--- src/rtl/gpio_port_pkg.sv ---
// Package: shared register addresses for the edge-interrupt GPIO port.
// Assumes a three-bit register address; the unmapped slot reads as zero.
package gpio_port_pkg;

    localparam int REG_ADDR_W = 3;

    typedef enum logic [REG_ADDR_W-1:0] {
        RS_LEVEL = 3'd0,
        RS_LATCH = 3'd1,
        RS_DIR   = 3'd2,
        RS_POL   = 3'd3,
        RS_FLAG  = 3'd4,
        RS_IEN   = 3'd5,
        RS_FSEL  = 3'd6,
        RS_NONE  = 3'd7
    } reg_sel_e;

endpackage

--- src/rtl/gpio_pin_sync.sv ---
// Module: per-bit multi-flop synchronizer for asynchronous pad inputs.
// Assumes STAGES >= 2; the output is the last flop of each bit's chain.
module gpio_pin_sync #(
    parameter int WIDTH  = 8,
    parameter int STAGES = 2
) (
    input  logic             clk,
    input  logic             rst_n,
    input  logic [WIDTH-1:0] pin_async,
    output logic [WIDTH-1:0] pin_sync
);

    localparam int TOP = STAGES - 1;

    genvar b;
    generate
        for (b = 0; b < WIDTH; b++) begin : g_bit
            logic [STAGES-1:0] chain;

            // Shift the pad level through the synchronizer chain.
            always_ff @(posedge clk) begin
                if (!rst_n) begin
                    chain <= '0;
                end else begin
                    chain <= {chain[STAGES-2:0], pin_async[b]};
                end
            end

            assign pin_sync[b] = chain[TOP];
        end
    endgenerate

endmodule

--- src/rtl/gpio_edge_flags.sv ---
// Module: edge detector and pending-flag register.
// A history flop holds last cycle's synchronized level. The polarity bit
// picks the transition that counts. A detected edge outranks a software
// load of the same bit. Polarity changes cannot create an edge.
module gpio_edge_flags #(
    parameter int WIDTH = 8
) (
    input  logic             clk,
    input  logic             rst_n,
    input  logic [WIDTH-1:0] lvl_sync,
    input  logic [WIDTH-1:0] pol_q,
    input  logic             flag_wr,
    input  logic [WIDTH-1:0] flag_wdata,
    output logic [WIDTH-1:0] flag_q,
    output logic [WIDTH-1:0] edge_hit
);

    logic [WIDTH-1:0] lvl_prev;

    // Remember the previous synchronized level for transition detection.
    always_ff @(posedge clk) begin
        if (!rst_n) begin
            lvl_prev <= '0;
        end else begin
            lvl_prev <= lvl_sync;
        end
    end

    genvar b;
    generate
        for (b = 0; b < WIDTH; b++) begin : g_bit
            // Select the rising or falling transition per the polarity bit.
            always_comb begin
                if (pol_q[b]) begin
                    edge_hit[b] = lvl_prev[b] & ~lvl_sync[b];
                end else begin
                    edge_hit[b] = lvl_sync[b] & ~lvl_prev[b];
                end
            end

            // Update the flag: hardware set first, then software load.
            always_ff @(posedge clk) begin
                if (!rst_n) begin
                    flag_q[b] <= 1'b0;
                end else if (edge_hit[b]) begin
                    flag_q[b] <= 1'b1;
                end else if (flag_wr) begin
                    flag_q[b] <= flag_wdata[b];
                end
            end
        end
    endgenerate

    // a detected edge leaves its flag set on the next cycle.
    a_r5_edge_sets_flag: assert property (@(posedge clk) disable iff (!rst_n)
        (edge_hit != '0) |=> ((flag_q & $past(edge_hit)) == $past(edge_hit)));

    // a flag only rises from an edge or a software load.
    a_r7_flag_rise_source: assert property (@(posedge clk) disable iff (!rst_n)
        ((flag_q & ~$past(flag_q) & ~$past(edge_hit)) != '0) |-> $past(flag_wr));

endmodule

--- src/rtl/gpio_regfile.sv ---
// Module: register bank and read multiplexer of the GPIO port.
// Holds latch, direction, polarity, enable and function-select registers.
// It produces a load strobe for the flag register, which lives in the
// edge block. Reads are combinational and return 0 when not selected.
module gpio_regfile
    import gpio_port_pkg::*;
#(
    parameter int WIDTH = 8
) (
    input  logic                  clk,
    input  logic                  rst_n,
    input  logic                  bus_sel,
    input  logic                  bus_wr,
    input  logic [REG_ADDR_W-1:0] bus_addr,
    input  logic [WIDTH-1:0]      bus_wdata,
    input  logic [WIDTH-1:0]      lvl_sync,
    input  logic [WIDTH-1:0]      flag_q,
    output logic [WIDTH-1:0]      latch_q,
    output logic [WIDTH-1:0]      dir_q,
    output logic [WIDTH-1:0]      pol_q,
    output logic [WIDTH-1:0]      ien_q,
    output logic [WIDTH-1:0]      fsel_q,
    output logic                  flag_wr,
    output logic [WIDTH-1:0]      flag_wdata,
    output logic [WIDTH-1:0]      bus_rdata
);

    reg_sel_e sel;
    logic     wr_en;

    assign sel        = reg_sel_e'(bus_addr);
    assign wr_en      = bus_sel & bus_wr;
    assign flag_wr    = wr_en && (sel == RS_FLAG);
    assign flag_wdata = bus_wdata;

    // Output latch register.
    always_ff @(posedge clk) begin
        if (!rst_n) latch_q <= '0;
        else if (wr_en && sel == RS_LATCH) latch_q <= bus_wdata;
    end

    // Direction register (1 = drive the pin).
    always_ff @(posedge clk) begin
        if (!rst_n) dir_q <= '0;
        else if (wr_en && sel == RS_DIR) dir_q <= bus_wdata;
    end

    // Edge polarity register (0 = rising, 1 = falling).
    always_ff @(posedge clk) begin
        if (!rst_n) pol_q <= '0;
        else if (wr_en && sel == RS_POL) pol_q <= bus_wdata;
    end

    // Interrupt enable register.
    always_ff @(posedge clk) begin
        if (!rst_n) ien_q <= '0;
        else if (wr_en && sel == RS_IEN) ien_q <= bus_wdata;
    end

    // Function-select register (1 = alternate module signal).
    always_ff @(posedge clk) begin
        if (!rst_n) fsel_q <= '0;
        else if (wr_en && sel == RS_FSEL) fsel_q <= bus_wdata;
    end

    // Read multiplexer.
    always_comb begin
        bus_rdata = '0;
        if (bus_sel && !bus_wr) begin
            unique case (sel)
                RS_LEVEL: bus_rdata = lvl_sync;
                RS_LATCH: bus_rdata = latch_q;
                RS_DIR:   bus_rdata = dir_q;
                RS_POL:   bus_rdata = pol_q;
                RS_FLAG:  bus_rdata = flag_q;
                RS_IEN:   bus_rdata = ien_q;
                RS_FSEL:  bus_rdata = fsel_q;
                default:  bus_rdata = '0;
            endcase
        end
    end

    // writes to the level or unmapped slot leave every register unchanged.
    a_r11_dead_write: assert property (@(posedge clk) disable iff (!rst_n)
        (wr_en && (sel == RS_LEVEL || sel == RS_NONE)) |=>
        $stable({latch_q, dir_q, pol_q, ien_q, fsel_q}));

    // the unmapped slot reads zero.
    a_r11_unmapped_zero: assert property (@(posedge clk) disable iff (!rst_n)
        (bus_sel && !bus_wr && sel == RS_NONE) |-> (bus_rdata == '0));

endmodule

--- src/rtl/gpio_edge_port.sv ---
// Module: top of the edge-interrupt GPIO port.
// Connects the synchronizer, register bank and edge/flag block. Drives the
// pin mux and the shared interrupt line. Assumes pin_in is asynchronous
// and that alt_out is already in this clock domain.
module gpio_edge_port
    import gpio_port_pkg::*;
#(
    parameter int WIDTH       = 8,
    parameter int SYNC_STAGES = 2
) (
    input  logic                  clk,
    input  logic                  rst_n,
    input  logic                  bus_sel,
    input  logic                  bus_wr,
    input  logic [REG_ADDR_W-1:0] bus_addr,
    input  logic [WIDTH-1:0]      bus_wdata,
    output logic [WIDTH-1:0]      bus_rdata,
    input  logic [WIDTH-1:0]      pin_in,
    input  logic [WIDTH-1:0]      alt_out,
    output logic [WIDTH-1:0]      pin_out,
    output logic [WIDTH-1:0]      pin_oe,
    output logic                  irq
);

    logic [WIDTH-1:0] lvl_sync;
    logic [WIDTH-1:0] latch_q, dir_q, pol_q, ien_q, fsel_q;
    logic [WIDTH-1:0] flag_q, flag_wdata, edge_hit;
    logic             flag_wr;

    gpio_pin_sync #(.WIDTH(WIDTH), .STAGES(SYNC_STAGES)) u_sync (
        .clk       (clk),
        .rst_n     (rst_n),
        .pin_async (pin_in),
        .pin_sync  (lvl_sync)
    );

    gpio_regfile #(.WIDTH(WIDTH)) u_regs (
        .clk        (clk),
        .rst_n      (rst_n),
        .bus_sel    (bus_sel),
        .bus_wr     (bus_wr),
        .bus_addr   (bus_addr),
        .bus_wdata  (bus_wdata),
        .lvl_sync   (lvl_sync),
        .flag_q     (flag_q),
        .latch_q    (latch_q),
        .dir_q      (dir_q),
        .pol_q      (pol_q),
        .ien_q      (ien_q),
        .fsel_q     (fsel_q),
        .flag_wr    (flag_wr),
        .flag_wdata (flag_wdata),
        .bus_rdata  (bus_rdata)
    );

    gpio_edge_flags #(.WIDTH(WIDTH)) u_flags (
        .clk        (clk),
        .rst_n      (rst_n),
        .lvl_sync   (lvl_sync),
        .pol_q      (pol_q),
        .flag_wr    (flag_wr),
        .flag_wdata (flag_wdata),
        .flag_q     (flag_q),
        .edge_hit   (edge_hit)
    );

    genvar b;
    generate
        for (b = 0; b < WIDTH; b++) begin : g_pin
            // Route the latch or the alternate signal to each pin.
            assign pin_out[b] = fsel_q[b] ? alt_out[b] : latch_q[b];
        end
    endgenerate

    assign pin_oe = dir_q;

    // Raise the shared request from any enabled pending flag.
    assign irq = |(flag_q & ien_q);

    // coming out of reset the pins are undriven and no request is up.
    a_r1_reset_quiet: assert property (@(posedge clk)
        $rose(rst_n) |-> (pin_oe == '0 && !irq));

    // a direction write appears on pin_oe one cycle later.
    a_r3_dir_to_oe: assert property (@(posedge clk) disable iff (!rst_n)
        (bus_sel && bus_wr && bus_addr == RS_DIR) |=> (pin_oe == $past(bus_wdata)));

    // a polarity write with no edge in flight leaves the flags alone.
    a_r9_pol_write_quiet: assert property (@(posedge clk) disable iff (!rst_n)
        (bus_sel && bus_wr && bus_addr == RS_POL && edge_hit == '0) |=> $stable(flag_q));

    // a request needs both a pending flag and an enable.
    a_r10_irq_needs_both: assert property (@(posedge clk) disable iff (!rst_n)
        irq |-> (ien_q != '0 && flag_q != '0));

endmodule

--- config.mk ---
export PLATFORM = sky130hd
export DESIGN_NAME = gpio_edge_port
export DESIGN_NICKNAME = d
export VERILOG_FILES = /design/src/rtl/gpio_port_pkg.sv /design/src/rtl/gpio_pin_sync.sv /design/src/rtl/gpio_edge_flags.sv /design/src/rtl/gpio_regfile.sv /design/src/rtl/gpio_edge_port.sv
export SDC_FILE = /design/constraint.sdc
export NUM_CORES = 1
export LEC_CHECK = 0
export ABC_AREA = 1
export ABC_CLOCK_PERIOD_IN_PS = 1100
export BUFFER_PORTS_ARGS = -buffer_cell sky130_fd_sc_hd__buf_2
export CELL_PAD_IN_SITES_DETAIL_PLACEMENT = 0
export CELL_PAD_IN_SITES_GLOBAL_PLACEMENT = 1
export CORE_MARGIN = 4
export CORE_UTILIZATION = 35
export CTS_CLUSTER_DIAMETER = 40
export DETAILED_ROUTE_END_ITERATION = 7
export PLACE_DENSITY = 0.77
export SLEW_MARGIN = 40
export SYNTH_ARGS = -nofsm -noshare
export SYNTH_HDL_FRONTEND = slang
export SYNTH_SLANG_ARGS = --single-unit
--- constraint.sdc ---
create_clock -name clk -period 1.1 [get_ports clk]
set_input_delay 0.165 -clock clk [delete_from_list [all_inputs] [get_ports clk]]
set_output_delay 0.165 -clock clk [all_outputs]
set_load 0.02 [all_outputs]
# --- After elaboration in Yosys (flattened, before gate mapping) ---
# Cells that the tools add are included.
classes:
  div_mod_pow: 0
  n_mul: 0
  bitwise_logic: 34
  n_reduce_logical: 18
  eq_ne: 6
  n_mux: 34
  order_cmp: 0
  shifts: 0
  add_sub_neg: 0
op_table:
  columns: ["cell", "count"]
  rows:
  - ["$pmux 8 s7", 1]
  - ["$mux 1", 32]
  - ["$and 1x1->1", 17]
  - ["$not 1->1", 16]
  - ["$reduce_bool 2->1", 8]
  - ["$eq 3x3->1 const B", 3]
  - ["$and 8x8->8", 1]
  - ["$mux 8", 1]
  - ["$reduce_or 8->1", 1]
  - ["$logic_and 1x1->1", 7]
  - ["$eq 3x2->1 const B", 2]
  - ["$eq 3x1->1 const B", 1]
  - ["$logic_not 3->1", 1]
  - ["$logic_not 1->1", 1]
totals:
  in_bits: 31
  elab_cells: 114
  mem_count: 0
  ramBits: 0
  register_bits: 72
  mem_bits_ro: 0
  latch_bits: 0

# --- Longest topological paths before layout ---
# Gate-level depths: netlist of the first run.
depth:
  depth_word: 4
  depth_mapped: 7

# --- Cells and area by module ---
# From an unflattened synthesis of the first run, not the netlist that was laid out.
hier_totals:
  cells_unflattened: 548
  area_unflattened_um2: 3779.9
by_module_without_submodules:
  columns: ["mod", "cells_each", "seq_area_each_um2", "instances", "area_each_um2"]
  rows:
  - ["gpio_regfile", 303, 800.8, 1, 2215.9]
  - ["gpio_edge_flags", 148, 320.3, 1, 863.3]
  - ["gpio_pin_sync", 58, 320.3, 1, 544.3]
  - ["gpio_edge_port", 39, 0.0, 1, 156.4]

# --- Worst setup path before layout of the first run ---
# Ideal clock, no wire load.
synth_path:
  kind: "input port to output port"
  from: "input port bus_addr[2]"
  to: "output port bus_rdata[3]"
  setup_slack_ns: -0.273
  path_stages: 7
  required_ns: 0.935
  arrival_time_ns: 1.208
  cell_sequence: "buf_2 -> inv_2 -> buf_2 -> nand4_1 -> nand2_1 -> nor2_1 -> a21oi_1"
synth_between:
  elab_chain_cells: 3
synth_rtl:
  columns: ["item", "line", "source"]
  rows:
  - ["start, declared", "gpio_edge_port.sv:15", "input logic [REG_ADDR_W-1:0] bus_addr,"]
  - ["$eq 3x3->1, or another cell as far along", "gpio_regfile.sv:70", "unique case (sel)"]
  - ["$pmux 8 s7 (*)", "gpio_regfile.sv:70", null]
  - ["$mux 8 (*)", "gpio_regfile.sv:69", "if (bus_sel && !bus_wr) begin"]
  - ["end, declared", "gpio_edge_port.sv:17", "output logic [WIDTH-1:0] bus_rdata,"]
# Mark *: on every way between the ends. The rest lies on a longest branch, timed or not.

# --- Worst setup path after layout of the first run ---
layout_path:
  from: "register u_flags.flag_q[4]"
  to: "output port irq"
layout_between:
  elab_chain_cells: 2
layout_rtl:
  columns: ["item", "line", "source"]
  rows:
  - ["start, declared", "gpio_edge_flags.sv:14", "output logic [WIDTH-1:0] flag_q,"]
  - ["start signal, assigned by index", "gpio_edge_flags.sv:48", "flag_q[b] <= flag_wdata[b];"]
  - ["$and 8x8->8", "gpio_edge_port.sv:78", "assign irq = |(flag_q & ien_q);"]
  - ["$reduce_or 8->1", "gpio_edge_port.sv:78", null]
  - ["end, declared", "gpio_edge_port.sv:22", "output logic irq"]
# No other way between the ends.

==> results.yml, run 1 <==
cells_and_area:
  design.final.nets: 632
  finish.utilization_pct: 53.8
  area_growth_pct: 48.8
  antenna_cells_inserted: 0
  final_layout_size_suffix_gt1_share_pct: 40.3
  design_area_um2: 4990
power_and_ir_drop:
  cellLeakagePower_nw: 2.42
  power-per-cell-area_nw_per_um2: 1140
  total_power_w: 0.00567
  irDropWorstVdd_mv: 0.861
clocking:
  cts.sink_count: 72
  cts.clk_slew.worst_paths_ns: 0.07
  clock_path_buffers: 2
  tritoncts: "built"
  cts_inserted_buffers: 9
  worstSkewPairLatency_ns: 0.34
  cts_htree_levels: 3
  clock_tree.root_cell: "sky130_fd_sc_hd__clkbuf_8"
grt:
  largest_net_degree_at_the_start_of_global_routing: 36
  grt_antenna_before_repair: 0
  number_of_global_route_vias_before_repair: 3191
  grt_first_pass_wirelength_um: 17000
  grt_util_all_layers_pct: 19.4
  grt_overflow: 0
timing:
  max_slew.worst_pin.slew_ns: 0.222
  final_report_hold_violation_count: 0
  period_utilization_pct: 131
  final.setup.tns_ns: -3.55
  fin_crit_ns: 1.44
  finalClockSkew_ns: 0.00624
  relSlewSlack_pct: 85.2
  achievable-frequency_mhz: 696
  rsz_0062_raised_after_global_routing: "true"
  timing.final.setup_violations: 20
  drv_slew: 0
  postLayoutSetupSlackWorst_ns: -0.336
worst_setup_path:
  arrival_ns: 1.27
  critPathCaptureType: "output pin"
  path_delay_family: "simple AND/OR/NAND/NOR gates"
  timing.critical_path.cells: "nand2_2 > nand3_2 > nor2_2 > nand4_1 > buf_4"
  worst-endpoint-required_ns: 0.94
  start_kind: "register"
  crit_path_top_delay_cell: "sky130_fd_sc_hd__dfxtp_2"
  timing.critical_path.buf_inv: 1
  critPathMaxFanout: 3
  crit_path_max_incr_delay_ns: 0.35
  critical_path_class: "register to output pin"
routing:
  vias: 3605
  routed_wl_um: 10800
  total_iterations_of_the_first_detailed_routing_run: 6
  viasPerCell: 4.90
  drc: 0
  initialDrtViolationCount: 211
  detail_route.wl_per_cell_um: 14.6
  antenna_violating_nets_post_route: 0
place:
  postPlaceCellArea_um2: 4280
  count_of_buffers_from_port_buffering: 55
  gpl.final_weighted_congestion: 0.922
  detailed_place_hpwl_um: 7680
synthesis:
  post_synth.cell_area_avg_um2: 6.85
  synthesis.nets: 521
  synth_cell_types: 20
  post_synth_inst_count: 490
  synth_area_um2: 3360
  synth_seq_area_share_pct: 43.0
  synthesis.yosys.warnings: 0
  synth.ff_latch_count: 72
die:
  initial_utilization_pct: 36.1
  die_x_um: 106
  num_io_pins: 56
  num_rows: 35
  placeableCoreArea_um2: 9280
  die-area_um2: 11200
  die_y_um: 106
worst_hold_path:
  hp-class: "input pin to register"
status:
  violations: "setup timing"
  outcome: "complete, but fails checks"
flow_run:
  max_cap_viol_count: 0
==> synthesized netlist by cell type <==
library cell / n / area (um2)
sky130_fd_sc_hd__nor2_2: 2 / 12.5
sky130_fd_sc_hd__a21oi_1: 32 / 160
sky130_fd_sc_hd__nand3_1: 27 / 135
sky130_fd_sc_hd__nand2_1: 98 / 368
sky130_fd_sc_hd__dfxtp_1: 72 / 1440
sky130_fd_sc_hd__nand2_2: 1 / 6.26
sky130_fd_sc_hd__clkbuf_1: 13 / 48.8
sky130_fd_sc_hd__inv_2: 3 / 11.3
sky130_fd_sc_hd__buf_4: 3 / 22.5
sky130_fd_sc_hd__clkinv_1: 2 / 7.51
sky130_fd_sc_hd__o21ai_0: 42 / 210
sky130_fd_sc_hd__nand4_1: 41 / 257
sky130_fd_sc_hd__nand3_2: 3 / 30.0
sky130_fd_sc_hd__buf_6: 1 / 11.3
sky130_fd_sc_hd__nor2_4: 4 / 45.0
sky130_fd_sc_hd__buf_2: 8 / 40.0
sky130_fd_sc_hd__nor2_1: 65 / 244
sky130_fd_sc_hd__o21ai_1: 14 / 70.1
sky130_fd_sc_hd__nand3_4: 1 / 17.5
sky130_fd_sc_hd__inv_1: 58 / 218
==> what timing repair did <==
action	CTS	global route
endpoints found under the hold margin	7	0
buffers inserted	4	5
gates resized for setup	122	37
pin swaps	44	21
hold buffers	7	0
endpoints found under the setup margin	23	25
==> per-layer routing <==
metal	routed length [um]	share of wire [%]	vias up	GRT usage, %
li1	-	-	1819	-
met1	4790	44	1626	26.7
met2	5020	47	146	30.2
met3	783	7.3	14	4.68
met4	164	1.5	0	5.83
met5	0	0	-	0
==> logic make-up (layout without fill, tap and decap cells) <==
group / Yosys count / after routing / share of synthesized area (%)
and+or+nand+nor: 242 / 242 / 33.2
AOI/OAI and AO/OA: 88 / 88 / 13.1
buffers and inverters: 88 / 204 / 10.7
DFF: 72 / 72 / 43.0
==> path summary, 6_finish.rpt <==
path	startpoint	endpoint	slack (ns)	cells after the start
hold / removal	pin_in[2]	u_sync.g_bit[2].chain[0]$_SDFF_PN0_	0.01	3
setup / recovery	u_flags.flag_q[4]$_SDFFE_PN0P_	irq	-0.34	5
hold reg to reg	u_sync.g_bit[2].chain[0]$_SDFF_PN0_	u_sync.g_bit[2].chain[1]$_SDFF_PN0_	0.40	2
setup reg to reg	u_sync.g_bit[5].chain[1]$_SDFF_PN0_	u_flags.flag_q[5]$_SDFFE_PN0P_	0.10	7
==> layout make-up <==
| class | count | area, um2 |
|---|---|---|
| clock buffers | 13 | 159 |
| repair buffers | 125 | 1160 |
| clock inverters | 3 | 40.0 |
| flip-flops and latches | 72 | 1500 |
| well taps | 129 | 161 |
| inverters | 63 | 241 |
| fillers | 917 | 4290 |
| multi-input cells | 330 | 1730 |
==> state kept, by name, summed over array words and instances (netlist names) <==
| register | cells |
|---|---|
| u_flags.lvl_prev | 8 |
| u_regs.pol_q | 8 |
| u_sync.g_bit.chain | 16 |
| u_regs.dir_q | 8 |
| u_regs.ien_q | 8 |
| u_regs.fsel_q | 8 |
| u_regs.latch_q | 8 |
| u_flags.flag_q | 8 |
==> through the flow <==
stage               hold WS, ns  cells  worst slack [ns]
floorplan                 0.263    490           -0.0481
global placement          0.347    703            -0.283
detailed placement        0.348    703            -0.279
CTS                    0.000495    730            -0.336
global route            0.00541    735            -0.406
finish                   0.0145    735            -0.336
==> power breakdown <==
group | leakage [nW] | switching, W | total, W | internal [W]
clock | 0.103 | 0.000955 | 0.00212 | 0.00117
combinational | 1.71 | 0.000439 | 0.000782 | 0.000343
sequential | 0.609 | 0.0000659 | 0.00277 | 0.00270
==> worst reg2reg max path, cell delays in order, from the launching register on <==
cell	delay, ns
sky130_fd_sc_hd__dfxtp_2	0.34
sky130_fd_sc_hd__buf_4	0.13
sky130_fd_sc_hd__inv_1	0.06
sky130_fd_sc_hd__nor2_1	0.04
sky130_fd_sc_hd__o21ai_0	0.15
sky130_fd_sc_hd__nand3_1	0.09
sky130_fd_sc_hd__nand2_1	0.06
sky130_fd_sc_hd__inv_1	0.03
==> cell usage in the layout (no fill, tap or decap), drive strengths merged <==
cell type / synthesis / final
nand2: 99 / 99
a21oi: 32 / 32
clkinv: 2 / 4
dlygate4sd3: 0 / 7
nand4: 41 / 41
bufinv: 0 / 1
buf: 12 / 118
inv: 61 / 61
clkbuf: 13 / 13
o21ai: 56 / 56
dfxtp: 72 / 72
nand3: 31 / 31
nor2: 71 / 71
Power figures use the tool's default switching activity.
==> inputs of run 2 (changes only) <==
--- a/config.mk
+++ b/config.mk
@@ -6,7 +6,7 @@
 export NUM_CORES = 1
 export LEC_CHECK = 0
 export ABC_AREA = 1
-export ABC_CLOCK_PERIOD_IN_PS = 1100
+export ABC_CLOCK_PERIOD_IN_PS = 1800
 export BUFFER_PORTS_ARGS = -buffer_cell sky130_fd_sc_hd__buf_2
 export CELL_PAD_IN_SITES_DETAIL_PLACEMENT = 0
 export CELL_PAD_IN_SITES_GLOBAL_PLACEMENT = 1
@@ -14,8 +14,9 @@
 export CORE_UTILIZATION = 35
 export CTS_CLUSTER_DIAMETER = 40
 export DETAILED_ROUTE_END_ITERATION = 7
-export PLACE_DENSITY = 0.77
+export PLACE_DENSITY = 0.73
 export SLEW_MARGIN = 40
 export SYNTH_ARGS = -nofsm -noshare
 export SYNTH_HDL_FRONTEND = slang
+export SYNTH_HIERARCHICAL = 1
 export SYNTH_SLANG_ARGS = --single-unit
==> constraint.sdc (replaced) <==
create_clock -name clk -period 1.8 [get_ports clk]
set_input_delay 0.27 -clock clk [delete_from_list [all_inputs] [get_ports clk]]
set_output_delay 0.27 -clock clk [all_outputs]
set_load 0.02 [all_outputs]
==> run 2 against run 1 <==
  * The run now ends clean
  * Sequential cell count did not move
  * Power fell by 41%
  * Die area rose by 11%
  * Core utilization fell by 13 points
  * Global-route usage fell by 3.6 points
  * Non-clock buffer count fell by 58
  * Clock skew rose by 0.0031 ns
  * Highest routed layer unchanged
==> results.yml, run 2 <==
worst_setup_path:
  r2r_setup_slack_ns: 0.99
  endpoint_of_the_lowest_slack_register_to_register_path: "u_flags/flag_q[2]$_SDFFE_PN0P_"
  timing.critical_path.buf_inv: 1
  arrival_ns: 1.36
  worst-path-stages: 5
  crit_path_max_incr_delay_ns: 0.40
  worst-endpoint-required_ns: 1.53
  start_kind: "register"
  path_delay_family: "flip-flops"
  timing.critical_path.cells: "nand4_1 > nand2_1 > nor2_1 > a21oi_1 > buf_2"
  critPathCaptureType: "output pin"
  critPathMaxFanout: 4
  timing.reg2reg.worst_path_depth: 5
  crit_path_top_delay_cell: "sky130_fd_sc_hd__dfxtp_1"
  critical_path_class: "register to output pin"
  regToRegStartpoint: "u_sync/g_bit[2].chain[1]$_SDFF_PN0_"
die:
  initial_utilization_pct: 36.2
  die_y_um: 112
  die_x_um: 112
  die-area_um2: 12400
  num_io_pins: 56
  num_rows: 37
  placeableCoreArea_um2: 10400
clocking:
  clock_path_buffers: 2
  cts-hold-fix-buffers: 0
  cts.sink_count: 72
  cts_htree_levels: 3
  worstSkewPairLatency_ns: 0.34
  cts_inserted_buffers: 9
  tritoncts: "built"
  clock_tree.root_cell: "sky130_fd_sc_hd__clkbuf_8"
  cts_resized: 0
  number_of_post_cts_setup_repair_buffers: 0
  cts.clk_slew.worst_paths_ns: 0.07
timing:
  period_utilization_pct: 90.5
  timing.final.setup_violations: 0
  max_slew.worst_pin.slew_ns: 0.356
  final.setup.tns_ns: 0
  drv_slew: 0
  relSlewSlack_pct: 76.2
  achievable-frequency_mhz: 614
  fin_crit_ns: 1.63
  finalClockSkew_ns: 0.00937
  final_report_hold_violation_count: 0
  rsz_0062_raised_after_global_routing: "false"
cells_and_area:
  number_of_flip_flops_under_the_largest_register_name: 16
  final_layout_size_suffix_gt1_share_pct: 19.6
  max_flop_register: "u_sync/g_bit.chain"
  design.final.nets: 609
  layout_commonest_cell: "sky130_fd_sc_hd__nand2_1"
  area_growth_pct: 12.1
  antenna_cells_inserted: 0
  instances_no_fill: 719
  most_frequent_cells_in_the_layout: "97 x sky130_fd_sc_hd__nand2_1, 91 x sky130_fd_sc_hd__inv_1, 72 x sky130_fd_sc_hd__dfxtp_1, 58 x sky130_fd_sc_hd__nor2_1, 55 x sky130_fd_sc_hd__buf_2"
  layout.filler_cells: 1134
worst_hold_path:
  timing.hold.worst_endpoint: "u_sync/g_bit[5].chain[0]$_SDFF_PN0_"
  hp-class: "input pin to register"
  min_path_cells: 3
  hold_path_startpoint: "pin_in[5]"
synthesis:
  synth_area_um2: 3750
  synthesis.yosys.warnings: 6
  synthesis.nets: 571
  post_synth.cell_area_avg_um2: 6.94
  post_synth_inst_count: 540
grt:
  grt_first_pass_wirelength_um: 15900
  gr-usage-met2_pct: 25.1
  grt_util_met1_pct: 21.1
  largest_net_degree_at_the_start_of_global_routing: 73
  grt_antenna_before_repair: 0
  met3_usage_pct: 4.18
  grt.busiest_layer: "met2"
  grt_overflow: 0
  number_of_global_route_vias_before_repair: 3141
  grt_util_all_layers_pct: 15.8
power_and_ir_drop:
  irDropWorstVdd_mv: 0.468
  cellLeakagePower_nw: 2.13
  power-per-cell-area_nw_per_um2: 794
routing:
  detail_route.wl_per_cell_um: 13.7
  drc: 0
  vias: 3446
  antenna_violating_nets_post_route: 0
  total_iterations_of_the_first_detailed_routing_run: 5
  routed_wl_um: 9880
  initialDrtViolationCount: 235
  viasPerCell: 4.79
place:
  count_of_buffers_from_port_buffering: 55
  detailed_place_hpwl_um: 7300
  gpl.final_weighted_congestion: 0.888
  place.detailed.instances: 703
flow_run:
  max_cap_viol_count: 0
status:
  outcome: "completed"
run 2: changes by cell type in the layout (fill, tap and decap cells not counted), sizes merged, moves of 4 or more:
cell	previous run	this run
buf	118	67
inv	61	103
nand3	31	45
nand4	41	32
o21ai	56	48
dlygate4sd3	7	0
nor2	71	64
clkinv	4	0
nand2	99	103
run 2: worst max-delay path by stage:
| stage | endpoint | slack [ns] | start |
|---|---|---|---|
| after floorplan | bus_rdata[4] | 0.28 | bus_addr[2] |
| after global placement | bus_rdata[5] | 0.19 | bus_addr[1] |
| after detailed placement | bus_rdata[5] | 0.19 | bus_addr[1] |
| after CTS | bus_rdata[3] | 0.16 | u_regs/pol_q[3]$_SDFFE_PN0P_ |
| after global routing | bus_rdata[0] | 0.07 | u_regs/pol_q[0]$_SDFFE_PN0P_ |
| final | bus_rdata[5] | 0.17 | u_regs/pol_q[5]$_SDFFE_PN0P_ |
run 2: routing by layer:
metal  routed length, um  share of wire, %
met1                4440                45
met2                4660                47
met3                 603               6.1
met4                 178               1.8
met5                   0                 0
run 2: through the flow:
stage	total power, W	hold slack (ns)	setup slack [ns]	instance area (um2)	util (%)
after global routing	0.00349	0.0945	0.0703	4200	40.5
after global placement	0.00207	0.402	0.194	4000	38.6
after floorplan	0.00197	0.362	0.278	3750	-
after detailed placement	0.00207	0.399	0.194	4000	38.6
final	0.00334	0.103	0.171	4200	40.5
after CTS	0.00339	0.0873	0.158	4200	40.5
run 2: layout make-up:
| class | count | area [um2] | share of cell area (%) |
|---|---|---|---|
| clock inverter | 2 | 37.5 | 0.893 |
| inverter | 103 | 397 | 9.44 |
| sequential | 72 | 1440 | 34.3 |
| clock buffer | 14 | 163 | 3.87 |
| multi-input combinational | 325 | 1600 | 38.2 |
| timing repair buffer | 67 | 390 | 9.29 |
| tap | 136 | 170 | 4.05 |
run 2: worst min-delay path, delay by kind of cell:
kind                   cells  cell delay [ns]
and+or+nand+nor            1             0.04
buffers and inverters      2             0.11
run 2: power breakdown:
group / internal [W] / total, W / switching (W)
clock network: 0.000719 / 0.00130 / 0.000586
logic: 0.000116 / 0.000345 / 0.000229
registers: 0.00165 / 0.00169 / 0.0000431
==> inputs of run 3 (changes only) <==
==> constraint.sdc (replaced) <==
create_clock -name clk -period 1.8 [get_ports clk]
set_input_delay 0.36 -clock clk [delete_from_list [all_inputs] [get_ports clk]]
set_output_delay 0.36 -clock clk [all_outputs]
set_load 0.02 [all_outputs]
==> run 3 against run 2 <==
  * Die area unchanged
  * Final cell count up 0.42%
  * Sequential power about the same
  * Critical path type is now input pin to output pin
  * First-iteration DRC count down 26%
  * Core utilization up 0.83 points
  * Count of clock-buffer cells in the layout down 3
  * Worst hold slack better by 0.088 ns
  * Clock power up 3%
  * Fmax down 5.8%
  * Largest cell class unchanged
  * Sequential share of layout area down 0.66 points
==> results.yml, run 3 (synthesis results as in run 2) <==
cells_and_area:
  antenna_cells_inserted: 0
  area_growth_pct: 14.4
  design_area_um2: 4290
  number_of_flip_flops_under_the_largest_register_name: 16
  final_layout_size_suffix_gt1_share_pct: 21.0
  most_frequent_cells_in_the_layout: "97 x sky130_fd_sc_hd__nand2_1, 91 x sky130_fd_sc_hd__inv_1, 71 x sky130_fd_sc_hd__dfxtp_1, 57 x sky130_fd_sc_hd__nor2_1, 48 x sky130_fd_sc_hd__buf_2"
  layout_commonest_cell: "sky130_fd_sc_hd__nand2_1"
  layout.filler_cells: 1146
  finish.utilization_pct: 41.4
  max_flop_register: "u_sync/g_bit.chain"
  design.final.nets: 612
worst_setup_path:
  start_kind: "input pin"
  crit_path_max_incr_delay_ns: 0.21
  worst-endpoint-required_ns: 1.44
  timing.critical_path.buf_inv: 3
  critPathCaptureType: "output pin"
  timing.critical_path.cells: "clkbuf_4 > nor2_4 > buf_6 > nand3_1 > nand2_1 > nor2_1 > a21oi_1 > buf_4"
  arrival_ns: 1.37
  critical_path_class: "input pin to output pin"
  crit_path_top_delay_cell: "sky130_fd_sc_hd__a21oi_1"
  critPathMaxFanout: 8
  path_delay_family: "buffers and inverters"
place:
  detailed_place_hpwl_um: 7270
  postPlaceCellArea_um2: 4030
  gpl.final_weighted_congestion: 0.883
  count_of_buffers_from_port_buffering: 55
timing:
  rsz_0062_raised_after_global_routing: "true"
  drv_slew: 0
  final_report_hold_violation_count: 0
  timing.final.setup_violations: 0
  finalClockSkew_ns: 0.00719
  achievable-frequency_mhz: 578
  relSlewSlack_pct: 72.6
  period_utilization_pct: 96.1
  max_slew.worst_pin.slew_ns: 0.410
  fin_crit_ns: 1.73
routing:
  drc: 0
  initialDrtViolationCount: 174
  vias: 3445
  detail_route.wl_per_cell_um: 13.5
  total_iterations_of_the_first_detailed_routing_run: 5
  antenna_violating_nets_post_route: 0
  viasPerCell: 4.77
  routed_wl_um: 9720
grt:
  grt_antenna_before_repair: 0
  largest_net_degree_at_the_start_of_global_routing: 73
  grt_overflow: 0
  grt_first_pass_wirelength_um: 15800
  grt_util_all_layers_pct: 15.7
  number_of_global_route_vias_before_repair: 3164
clocking:
  worstSkewPairLatency_ns: 0.34
  cts.clk_slew.worst_paths_ns: 0.08
  cts.sink_count: 72
  number_of_post_cts_setup_repair_buffers: 0
  cts_inserted_buffers: 9
  tritoncts: "built"
  clock_path_buffers: 2
  cts_htree_levels: 3
  clock_tree.root_cell: "sky130_fd_sc_hd__clkbuf_8"
worst_hold_path:
  hp-class: "input pin to register"
die:
  num_rows: 37
  die_x_um: 112
  die-area_um2: 12400
  die_y_um: 112
  placeableCoreArea_um2: 10400
  initial_utilization_pct: 36.2
  num_io_pins: 56
power_and_ir_drop:
  irDropWorstVdd_mv: 0.336
  power-per-cell-area_nw_per_um2: 789
  cellLeakagePower_nw: 2.15
status:
  outcome: "completed"
flow_run:
  max_cap_viol_count: 0
-- run 3: cell count changes in the layout (fill, tap and decap cells not counted), moves of 2 or more --
| cell | delta |
|---|---|
| sky130_fd_sc_hd__buf_4 | +5 |
| sky130_fd_sc_hd__inv_6 | +2 |
| sky130_fd_sc_hd__a21oi_2 | +2 |
| sky130_fd_sc_hd__buf_6 | +4 |
| sky130_fd_sc_hd__buf_2 | -7 |
| sky130_fd_sc_hd__clkbuf_1 | -2 |
| sky130_fd_sc_hd__a21oi_1 | -2 |
-- run 3: where the power goes --
group          switching (W)  leakage (nW)  internal, W
Combinational       0.000230          1.46     0.000126
Sequential         0.0000426         0.587      0.00165
Clock               0.000648         0.101     0.000692
-- run 3: final timing paths --
path,depth (start not counted),slack (ns),endpoint,start
max,8,0.07,bus_rdata[0],bus_addr[0]
min,3,0.19,u_sync/g_bit[1].chain[0]$_SDFF_PN0_,pin_in[1]
max reg2reg,5,0.98,u_flags/flag_q[7]$_SDFFE_PN0P_,u_sync/g_bit[7].chain[1]$_SDFF_PN0_
min reg2reg,2,0.42,u_sync/g_bit[0].chain[1]$_SDFF_PN0_,u_sync/g_bit[0].chain[0]$_SDFF_PN0_
-- run 3: cell type report --
cell class                      instances  area, um2  share of cell area [%]
Tap cell                              136        170                    3.97
Inverter                              103        399                    9.31
Clock inverter                          5       63.8                    1.49
Sequential cell                        72       1440                    33.6
Multi-Input combinational cell        325       1630                    37.9
Clock buffer                           11        141                    3.30
Timing Repair Buffer                   70        445                    10.4
-- run 3: worst register-to-register path, delay by kind of cell (launching register included) --
family	cells	cell delay, ns
buffers and inverters	2	0.11
DFF	1	0.41
and+or+nand+nor	3	0.21
-- run 3: metal layers --
| metal | wire [um] | track usage (%) | vias up |
|---|---|---|---|
| met3 | 473 | 2.72 | 13 |
| li1 | - | - | 1770 |
| met4 | 194 | 6.57 | 0 |
| met1 | 4440 | 20.4 | 1578 |
| met5 | 0 | 0 | - |
| met2 | 4610 | 25.6 | 84 |
-- run 3: repair_timing --
action | in CTS | in global routing
hold buffers | 0 | 0
resized for setup | 0 | 19
endpoints found under the setup margin | 0 | 8
-- run 3: metrics by stage --
stage	TNS (ns)	instances	total power (W)	setup slack, ns	hold slack, ns
after CTS	0	722	0.00341	0.0376	0.172
after detailed placement	0	706	0.00207	0.0382	0.400
after global placement	0	706	0.00207	0.0372	0.400
final	0	722	0.00338	0.0708	0.191
after floorplan	0	540	0.00197	0.0979	0.390
after global routing	-0.0115	722	0.00354	-0.00788	0.185
